[config.mk]
export PLATFORM = sky130hd
export DESIGN_NAME = irq_aggregator
export DESIGN_NICKNAME = d
export VERILOG_FILES = /design/src/rtl/irq_agg_pkg.sv /design/src/rtl/irq_src_cell.sv /design/src/rtl/irq_group.sv /design/src/rtl/irq_aggregator.sv
export SDC_FILE = /design/constraint.sdc
export NUM_CORES = 1
export LEC_CHECK = 0
export ABC_AREA = 1
export ABC_CLOCK_PERIOD_IN_PS = 1500
export BUFFER_PORTS_ARGS = -buffer_cell sky130_fd_sc_hd__buf_4
export CORE_MARGIN = 4
export CORE_UTILIZATION = 50
export CTS_BUF_LIST = sky130_fd_sc_hd__clkbuf_16
export DETAILED_ROUTE_END_ITERATION = 16
export GPL_TIMING_DRIVEN = 0
export PLACE_DENSITY = 0.69
export SYNTH_ARGS = -nofsm -noshare
export SYNTH_HDL_FRONTEND = slang
export SYNTH_SLANG_ARGS = --single-unit
[constraint.sdc]
create_clock -name clk -period 1.5 [get_ports clk]
set_clock_uncertainty 0.1 [all_clocks]
set_input_delay 0.225 -clock clk [delete_from_list [all_inputs] [get_ports clk]]
set_output_delay 0.225 -clock clk [all_outputs]
set_load 0.02 [all_outputs]
[src/rtl/irq_agg_pkg.sv]
package irq_agg_pkg;
   typedef enum logic [1:0] {
      TRIG_RISE  = 2'b00,
      TRIG_FALL  = 2'b01,
      TRIG_BOTH  = 2'b10,
      TRIG_LEVEL = 2'b11
   } trig_mode_e;

   localparam int MODE_W = 2;
endpackage

[src/rtl/irq_src_cell.sv]
module irq_src_cell import irq_agg_pkg::*; #(
   parameter int SYNC_STAGES = 2
) (
   input  logic       clk,
   input  logic       rst_n,
   input  logic       src,
   input  logic [1:0] mode,
   input  logic       clr,
   output logic       status
);
   if (SYNC_STAGES < 2) begin : g_bad_sync
      $error("irq_src_cell: SYNC_STAGES must be at least 2");
   end

   logic [SYNC_STAGES-1:0] sync_q;
   logic                   last_q;
   logic                   cur;
   logic                   evt;

   always_ff @(posedge clk or negedge rst_n) begin
      if (!rst_n) begin
         sync_q <= '0;
         last_q <= 1'b0;
      end else begin
         sync_q <= {sync_q[SYNC_STAGES-2:0], src};
         last_q <= sync_q[SYNC_STAGES-1];
      end
   end

   assign cur = sync_q[SYNC_STAGES-1];

   always_comb begin
      unique case (trig_mode_e'(mode))
         TRIG_RISE:  evt = cur & ~last_q;
         TRIG_FALL:  evt = ~cur & last_q;
         TRIG_BOTH:  evt = cur ^ last_q;
         TRIG_LEVEL: evt = cur;
         default:    evt = 1'b0;
      endcase
   end

   // event has priority over a same-cycle clear
   always_ff @(posedge clk or negedge rst_n) begin
      if (!rst_n)      status <= 1'b0;
      else if (evt)    status <= 1'b1;
      else if (clr)    status <= 1'b0;
   end

   // an event always latches, mask plays no part here
   p_event_sets_r2: assert property (@(posedge clk) disable iff (!rst_n)
      evt |=> status);
   // a clear with no competing event empties the bit
   p_clear_empties_r4: assert property (@(posedge clk) disable iff (!rst_n)
      (clr && !evt) |=> !status);
   // a level-mode source held high keeps the bit set
   p_level_holds_r9: assert property (@(posedge clk) disable iff (!rst_n)
      (mode == 2'b11 && cur) |=> status);
endmodule

[src/rtl/irq_group.sv]
module irq_group #(
   parameter int N           = 1,
   parameter int SYNC_STAGES = 2
) (
   input  logic           clk,
   input  logic           rst_n,
   input  logic [N-1:0]   src,
   input  logic [2*N-1:0] mode,
   input  logic [N-1:0]   clr,
   input  logic           mask_we,
   input  logic [N-1:0]   mask_wdata,
   output logic [N-1:0]   status,
   output logic [N-1:0]   mask,
   output logic           primary
);
   if (N < 1) begin : g_bad_n
      $error("irq_group: N must be at least 1");
   end

   for (genvar i = 0; i < N; i++) begin : g_cell
      irq_src_cell #(.SYNC_STAGES(SYNC_STAGES)) u_cell (
         .clk    (clk),
         .rst_n  (rst_n),
         .src    (src[i]),
         .mode   (mode[2*i +: 2]),
         .clr    (clr[i]),
         .status (status[i])
      );
   end

   always_ff @(posedge clk or negedge rst_n) begin
      if (!rst_n)       mask <= '1;
      else if (mask_we) mask <= mask_wdata;
   end

   always_ff @(posedge clk or negedge rst_n) begin
      if (!rst_n) primary <= 1'b0;
      else        primary <= |(status & ~mask);
   end

   // a fully masked group stays silent
   p_masked_quiet_r2: assert property (@(posedge clk) disable iff (!rst_n)
      (&mask) |=> !primary);
   // an unmasked pending bit reaches the primary line next cycle
   p_unmasked_fires_r3: assert property (@(posedge clk) disable iff (!rst_n)
      (|(status & ~mask)) |=> primary);
endmodule

[src/rtl/irq_aggregator.sv]
module irq_aggregator import irq_agg_pkg::*; #(
   parameter int N_GPIO      = 16,
   parameter int DATA_W      = 16,
   parameter int ADDR_W      = 3,
   parameter int SYNC_STAGES = 2
) (
   input  logic              clk,
   input  logic              rst_n,
   input  logic              therm_warn_i,
   input  logic              on_pin_i,
   input  logic [N_GPIO-1:0] gpio_i,
   input  logic [ADDR_W-1:0] reg_addr,
   input  logic              reg_wen,
   input  logic [DATA_W-1:0] reg_wdata,
   output logic [DATA_W-1:0] reg_rdata,
   output logic              irq_temp_o,
   output logic              irq_onpin_o,
   output logic              irq_gpio_o
);
   localparam int MODES_PER_WORD = DATA_W / MODE_W;
   localparam int MODE_WORDS     = (N_GPIO + MODES_PER_WORD - 1) / MODES_PER_WORD;
   localparam int A_SYS_STAT     = 0;
   localparam int A_SYS_MASK     = 1;
   localparam int A_GPIO_STAT    = 2;
   localparam int A_GPIO_MASK    = 3;
   localparam int A_MODE0        = 4;
   localparam int BIT_TEMP       = 0;
   localparam int BIT_ONPIN      = 1;

   if (N_GPIO < 1 || N_GPIO > DATA_W) begin : g_bad_gpio
      $error("irq_aggregator: N_GPIO must be 1..DATA_W");
   end
   if (DATA_W < 2) begin : g_bad_data
      $error("irq_aggregator: DATA_W must be at least 2");
   end
   if (A_MODE0 + MODE_WORDS > (1 << ADDR_W)) begin : g_bad_addr
      $error("irq_aggregator: ADDR_W too small for mode words");
   end

   logic wr_sys_stat, wr_sys_mask, wr_gpio_stat, wr_gpio_mask;
   assign wr_sys_stat  = reg_wen && (reg_addr == ADDR_W'(A_SYS_STAT));
   assign wr_sys_mask  = reg_wen && (reg_addr == ADDR_W'(A_SYS_MASK));
   assign wr_gpio_stat = reg_wen && (reg_addr == ADDR_W'(A_GPIO_STAT));
   assign wr_gpio_mask = reg_wen && (reg_addr == ADDR_W'(A_GPIO_MASK));

   logic [MODE_W*N_GPIO-1:0] gpio_mode;

   for (genvar i = 0; i < N_GPIO; i++) begin : g_mode
      localparam int WORD = A_MODE0 + i / MODES_PER_WORD;
      localparam int POS  = (i % MODES_PER_WORD) * MODE_W;
      always_ff @(posedge clk or negedge rst_n) begin
         if (!rst_n)
            gpio_mode[MODE_W*i +: MODE_W] <= TRIG_RISE;
         else if (reg_wen && reg_addr == ADDR_W'(WORD))
            gpio_mode[MODE_W*i +: MODE_W] <= reg_wdata[POS +: MODE_W];
      end
   end

   logic temp_stat, temp_mask, on_stat, on_mask;
   logic [N_GPIO-1:0] gpio_stat, gpio_mask;

   irq_group #(.N(1), .SYNC_STAGES(SYNC_STAGES)) u_temp (
      .clk        (clk),
      .rst_n      (rst_n),
      .src        (therm_warn_i),
      .mode       (TRIG_BOTH),
      .clr        (wr_sys_stat & reg_wdata[BIT_TEMP]),
      .mask_we    (wr_sys_mask),
      .mask_wdata (reg_wdata[BIT_TEMP]),
      .status     (temp_stat),
      .mask       (temp_mask),
      .primary    (irq_temp_o)
   );

   irq_group #(.N(1), .SYNC_STAGES(SYNC_STAGES)) u_onpin (
      .clk        (clk),
      .rst_n      (rst_n),
      .src        (on_pin_i),
      .mode       (TRIG_BOTH),
      .clr        (wr_sys_stat & reg_wdata[BIT_ONPIN]),
      .mask_we    (wr_sys_mask),
      .mask_wdata (reg_wdata[BIT_ONPIN]),
      .status     (on_stat),
      .mask       (on_mask),
      .primary    (irq_onpin_o)
   );

   irq_group #(.N(N_GPIO), .SYNC_STAGES(SYNC_STAGES)) u_gpio (
      .clk        (clk),
      .rst_n      (rst_n),
      .src        (gpio_i),
      .mode       (gpio_mode),
      .clr        ({N_GPIO{wr_gpio_stat}} & reg_wdata[N_GPIO-1:0]),
      .mask_we    (wr_gpio_mask),
      .mask_wdata (reg_wdata[N_GPIO-1:0]),
      .status     (gpio_stat),
      .mask       (gpio_mask),
      .primary    (irq_gpio_o)
   );

   always_comb begin
      reg_rdata = '0;
      if (reg_addr == ADDR_W'(A_SYS_STAT)) begin
         reg_rdata[BIT_TEMP]  = temp_stat;
         reg_rdata[BIT_ONPIN] = on_stat;
      end else if (reg_addr == ADDR_W'(A_SYS_MASK)) begin
         reg_rdata[BIT_TEMP]  = temp_mask;
         reg_rdata[BIT_ONPIN] = on_mask;
      end else if (reg_addr == ADDR_W'(A_GPIO_STAT)) begin
         reg_rdata[N_GPIO-1:0] = gpio_stat;
      end else if (reg_addr == ADDR_W'(A_GPIO_MASK)) begin
         reg_rdata[N_GPIO-1:0] = gpio_mask;
      end else begin
         for (int i = 0; i < N_GPIO; i++) begin
            if (reg_addr == ADDR_W'(A_MODE0 + i / MODES_PER_WORD))
               reg_rdata[(i % MODES_PER_WORD) * MODE_W +: MODE_W] =
                  gpio_mode[MODE_W*i +: MODE_W];
         end
      end
   end

   // a system-group write never touches GPIO status
   p_groups_apart_r12: assert property (@(posedge clk) disable iff (!rst_n)
      (wr_sys_stat && gpio_stat != '0 && gpio_i == '0 && gpio_mode == '0)
      |=> gpio_stat == $past(gpio_stat));
endmodule

==> results.toml <==
[clock_network]
clkSinkCount = 125
cts_buffer_depth = 2
cts_tree = "built"
htreeDepth = 4
cts_buffers = 17
clk_latency_ns = 0.42
cts_root_buf = "clkbuf_16"
clk_pin_slew_worst_paths_ns = 0.05

[die]
initial_core_util_pct = 52.0
die_w_um = 115
num_io_pins = 59
die_h_um = 115
coreArea_um2 = 11000
num_rows = 38
dieArea_um2 = 13300

[route]
vias = 4727
dr.pass1.iters = 5
wl_um = 14100
post-route-drc-count = 0
ant_nets = 0
avgViaCountPerCell = 5.22
dr.first_iter.drc_count = 381
wl_per_cell_um = 15.6

[synthesis]
yosysSeqAreaShare_pct = 54.9
post_synth_num_cell_types = 24
synth.most_common_cell = "nand2_1"
ys_ff_latch = 125
synth_commonest_cells = "171 x nand2_1, 107 x dfrtp_1, 93 x inv_1, 72 x o21ai_0, 32 x ha_1"
syn_inst = 635
synth_area_leader_cell = "dfrtp_1"
yosys-top-cells-area = "dfrtp_1 47%, nand2_1 11%, dfstp_2 8.2%"
synth_edf_count = 0
syn_area_per_cell_um2 = 9.03
ys_warn_count = 0
async_reset_ff_share_pct = 100
synth_area_um2 = 5740
syn_nets = 707
synth_flop_cell = "dfrtp_1"
synth_top_cell_area_share_pct = 46.7

[setup_path]
worst_r2r_endpoint = "u_gpio.primary"
cp-startpoint = "u_gpio.mask[6]"
rr_startpoint = "u_gpio.mask[7]"
critPathTopFamily = "flip-flops"
cp_slowest_cell = "dfstp_2"
crit_path_max_incr_delay_ns = 0.55
cp_num_buf_inv = 2
critPathKind = "register to output pin"
crit_fanout = 2
worstPathCellList = "o21ai_2 > nand3_1 > nand2_1 > inv_1 > buf_6"
crit_required_ns = 1.17
cp.arrival_ns = 1.37
r2r_cells = 8
cp-start-kind = "register"
endpoint_kind = "output pin"
ff2ff_setup_slack_ns = 0.13

[power]
p_int_w = 0.00688
p_switching_w = 0.00257
seqPwrFrac_pct = 44.2
leakagePower_nw = 3.67
pwr-share-clk_pct = 39.8
power_density_nw_per_um2 = 1290
comb_power_share_pct = 16.0
switching_share_pct = 27.2
ir_worst_vdd_mv = 1.15
p_total_w = 0.00944

[sta]
max_freq_mhz = 591
hold_viol_final = 0
finalCriticalPeriod_ns = 1.69
worstMarginPinSlew_ns = 0.567
drv_slew = 0
fin_ws_ns = -0.191
rsz0062_at_grt = "true"
period_share_pct = 113
setup_violations = 16
slew_headroom_pct = 62.2
final.setup.tns_ns = -2.01

[cells_and_area]
final_util_pct = 66.5
drive_above_1_share_pct = 23.5
num_antenna_cells = 0
layout.nets = 825
syn2layout_area_growth_pct = 27.9
nFillCells = 884
design_area_um2 = 7340

[grt]
met3_usage_pct = 6.53
grt_usage_pct = 23.3
use_met2_pct = 38.2
met1_usage_pct = 29.2
grt_pass1_wl_um = 23400
grt_max_degree = 94
antenna_found_initial = 0
grt_overflow = 0
grt-busiest-layer = "met2"
grt_pass1_vias = 4827

[placement]
placed_area_um2 = 6360
io_buffers = 56
pre_cts_slack_ns = -0.348
hpwlAfterDp_um = 9210
gp_congestion = 0.843

[min_path]
min_to = "gpio_mode[28]"
min_path_cells = 3
hold_start = "reg_wdata[12]"
hold_class = "primary input to register"

[flow_run]
maxCapViolations = 0

[outcome]
outcome = "complete, but fails checks"
violations = "setup timing"
-- placed cells by master, fill, tap and decap left out, drive strengths merged --
cell,n
a21oi,16
buf,91
bufinv,2
clkbuf,18
clkinv,10
dfrtp,107
dfstp,18
dlygate4sd3,22
ha,32
inv,99
nand2,176
nand3,14
nand4,15
nor2,29
nor3,5
o21ai,107
or2,3
xnor2,2
-- routing by layer --
metal	wire [um]	vias to the layer above
met2	7090	162
met3	1070	39
met4	359	0
met5	0	-
li1	-	2263
met1	5620	2263
-- registers in the layout (all words and copies together), names as in the netlist, 2 cells and up --
name	count
u_gpio.g_cell.u_cell.status	16
u_gpio.g_cell.u_cell.sync_q	32
gpio_mode	32
u_gpio.mask	16
u_onpin.g_cell.u_cell.sync_q	2
u_temp.g_cell.u_cell.sync_q	2
u_gpio.g_cell.u_cell.last_q	16
-- cell type report --
cell class                      count  area, um2  area share, %
Clock inverter                     15        114           1.55
Tap cell                          140        175           2.39
Inverter                           96        363           4.95
Multi-Input combinational cell    399       2150           29.2
Clock buffer                       17        425           5.80
Sequential cell                   125       3160           43.1
Timing Repair Buffer               99        845           11.5
Buffer                             15        110           1.50
-- worst reg2reg max path, stage by stage (launching register included) --
cell and delay [ns]:
dfstp_2 0.53, buf_4 0.10, inv_1 0.03, nand2_1 0.05, o21ai_0 0.08, inv_1 0.07
nand3_1 0.07, nor2_1 0.14, nand2_1 0.08
-- power groups by stage --
| stage | Sequential (W) | Combinational, W | Clock [W] |
|---|---|---|---|
| after floorplan | 0.00413 | 0.000813 | 0 |
| after global placement | 0.00420 | 0.00122 | 0 |
| after detailed placement | 0.00423 | 0.00128 | 0 |
| after CTS | 0.00416 | 0.00149 | 0.00384 |
| after global routing | 0.00423 | 0.00172 | 0.00398 |
| final | 0.00417 | 0.00151 | 0.00376 |
-- timing repair --
item                       CTS  global route
hold buffers                22             0
hold endpoints to repair    55             0
pin swaps                   22            12
setup buffers               19             1
setup endpoints to repair   16            16
gates resized for setup     18            13
-- how the worst max path moves through the flow --
stage | end | slack, ns | cells after the start
finish | reg_rdata[6] | -0.19 | 5
global route | reg_rdata[0] | -0.25 | 5
CTS | reg_rdata[6] | -0.21 | 5
detailed placement | reg_rdata[11] | -0.35 | 8
global placement | reg_rdata[7] | -0.30 | 8
floorplan | reg_rdata[12] | 0.06 | 7
-- cell families after synthesis --
| family | Yosys count | share of synthesized area (%) |
|---|---|---|
| AOI/OAI and AO/OA | 123 | 11.8 |
| and+or+nand+nor | 242 | 17.9 |
| DFF | 125 | 54.9 |
| xor gates and xnor gates | 2 | 0.305 |
| buffers and inverters | 111 | 8.16 |
| adders and majority gates | 32 | 6.98 |
-- through the flow --
step	hold WS, ns	std cells
final	0.00611	906
after global routing	0.0103	906
after CTS	0.000706	905
after detailed placement	0.0280	832
after global placement	0.231	831
after floorplan	-0.171	635
Note: power is estimated with default switching activity, not from simulation.
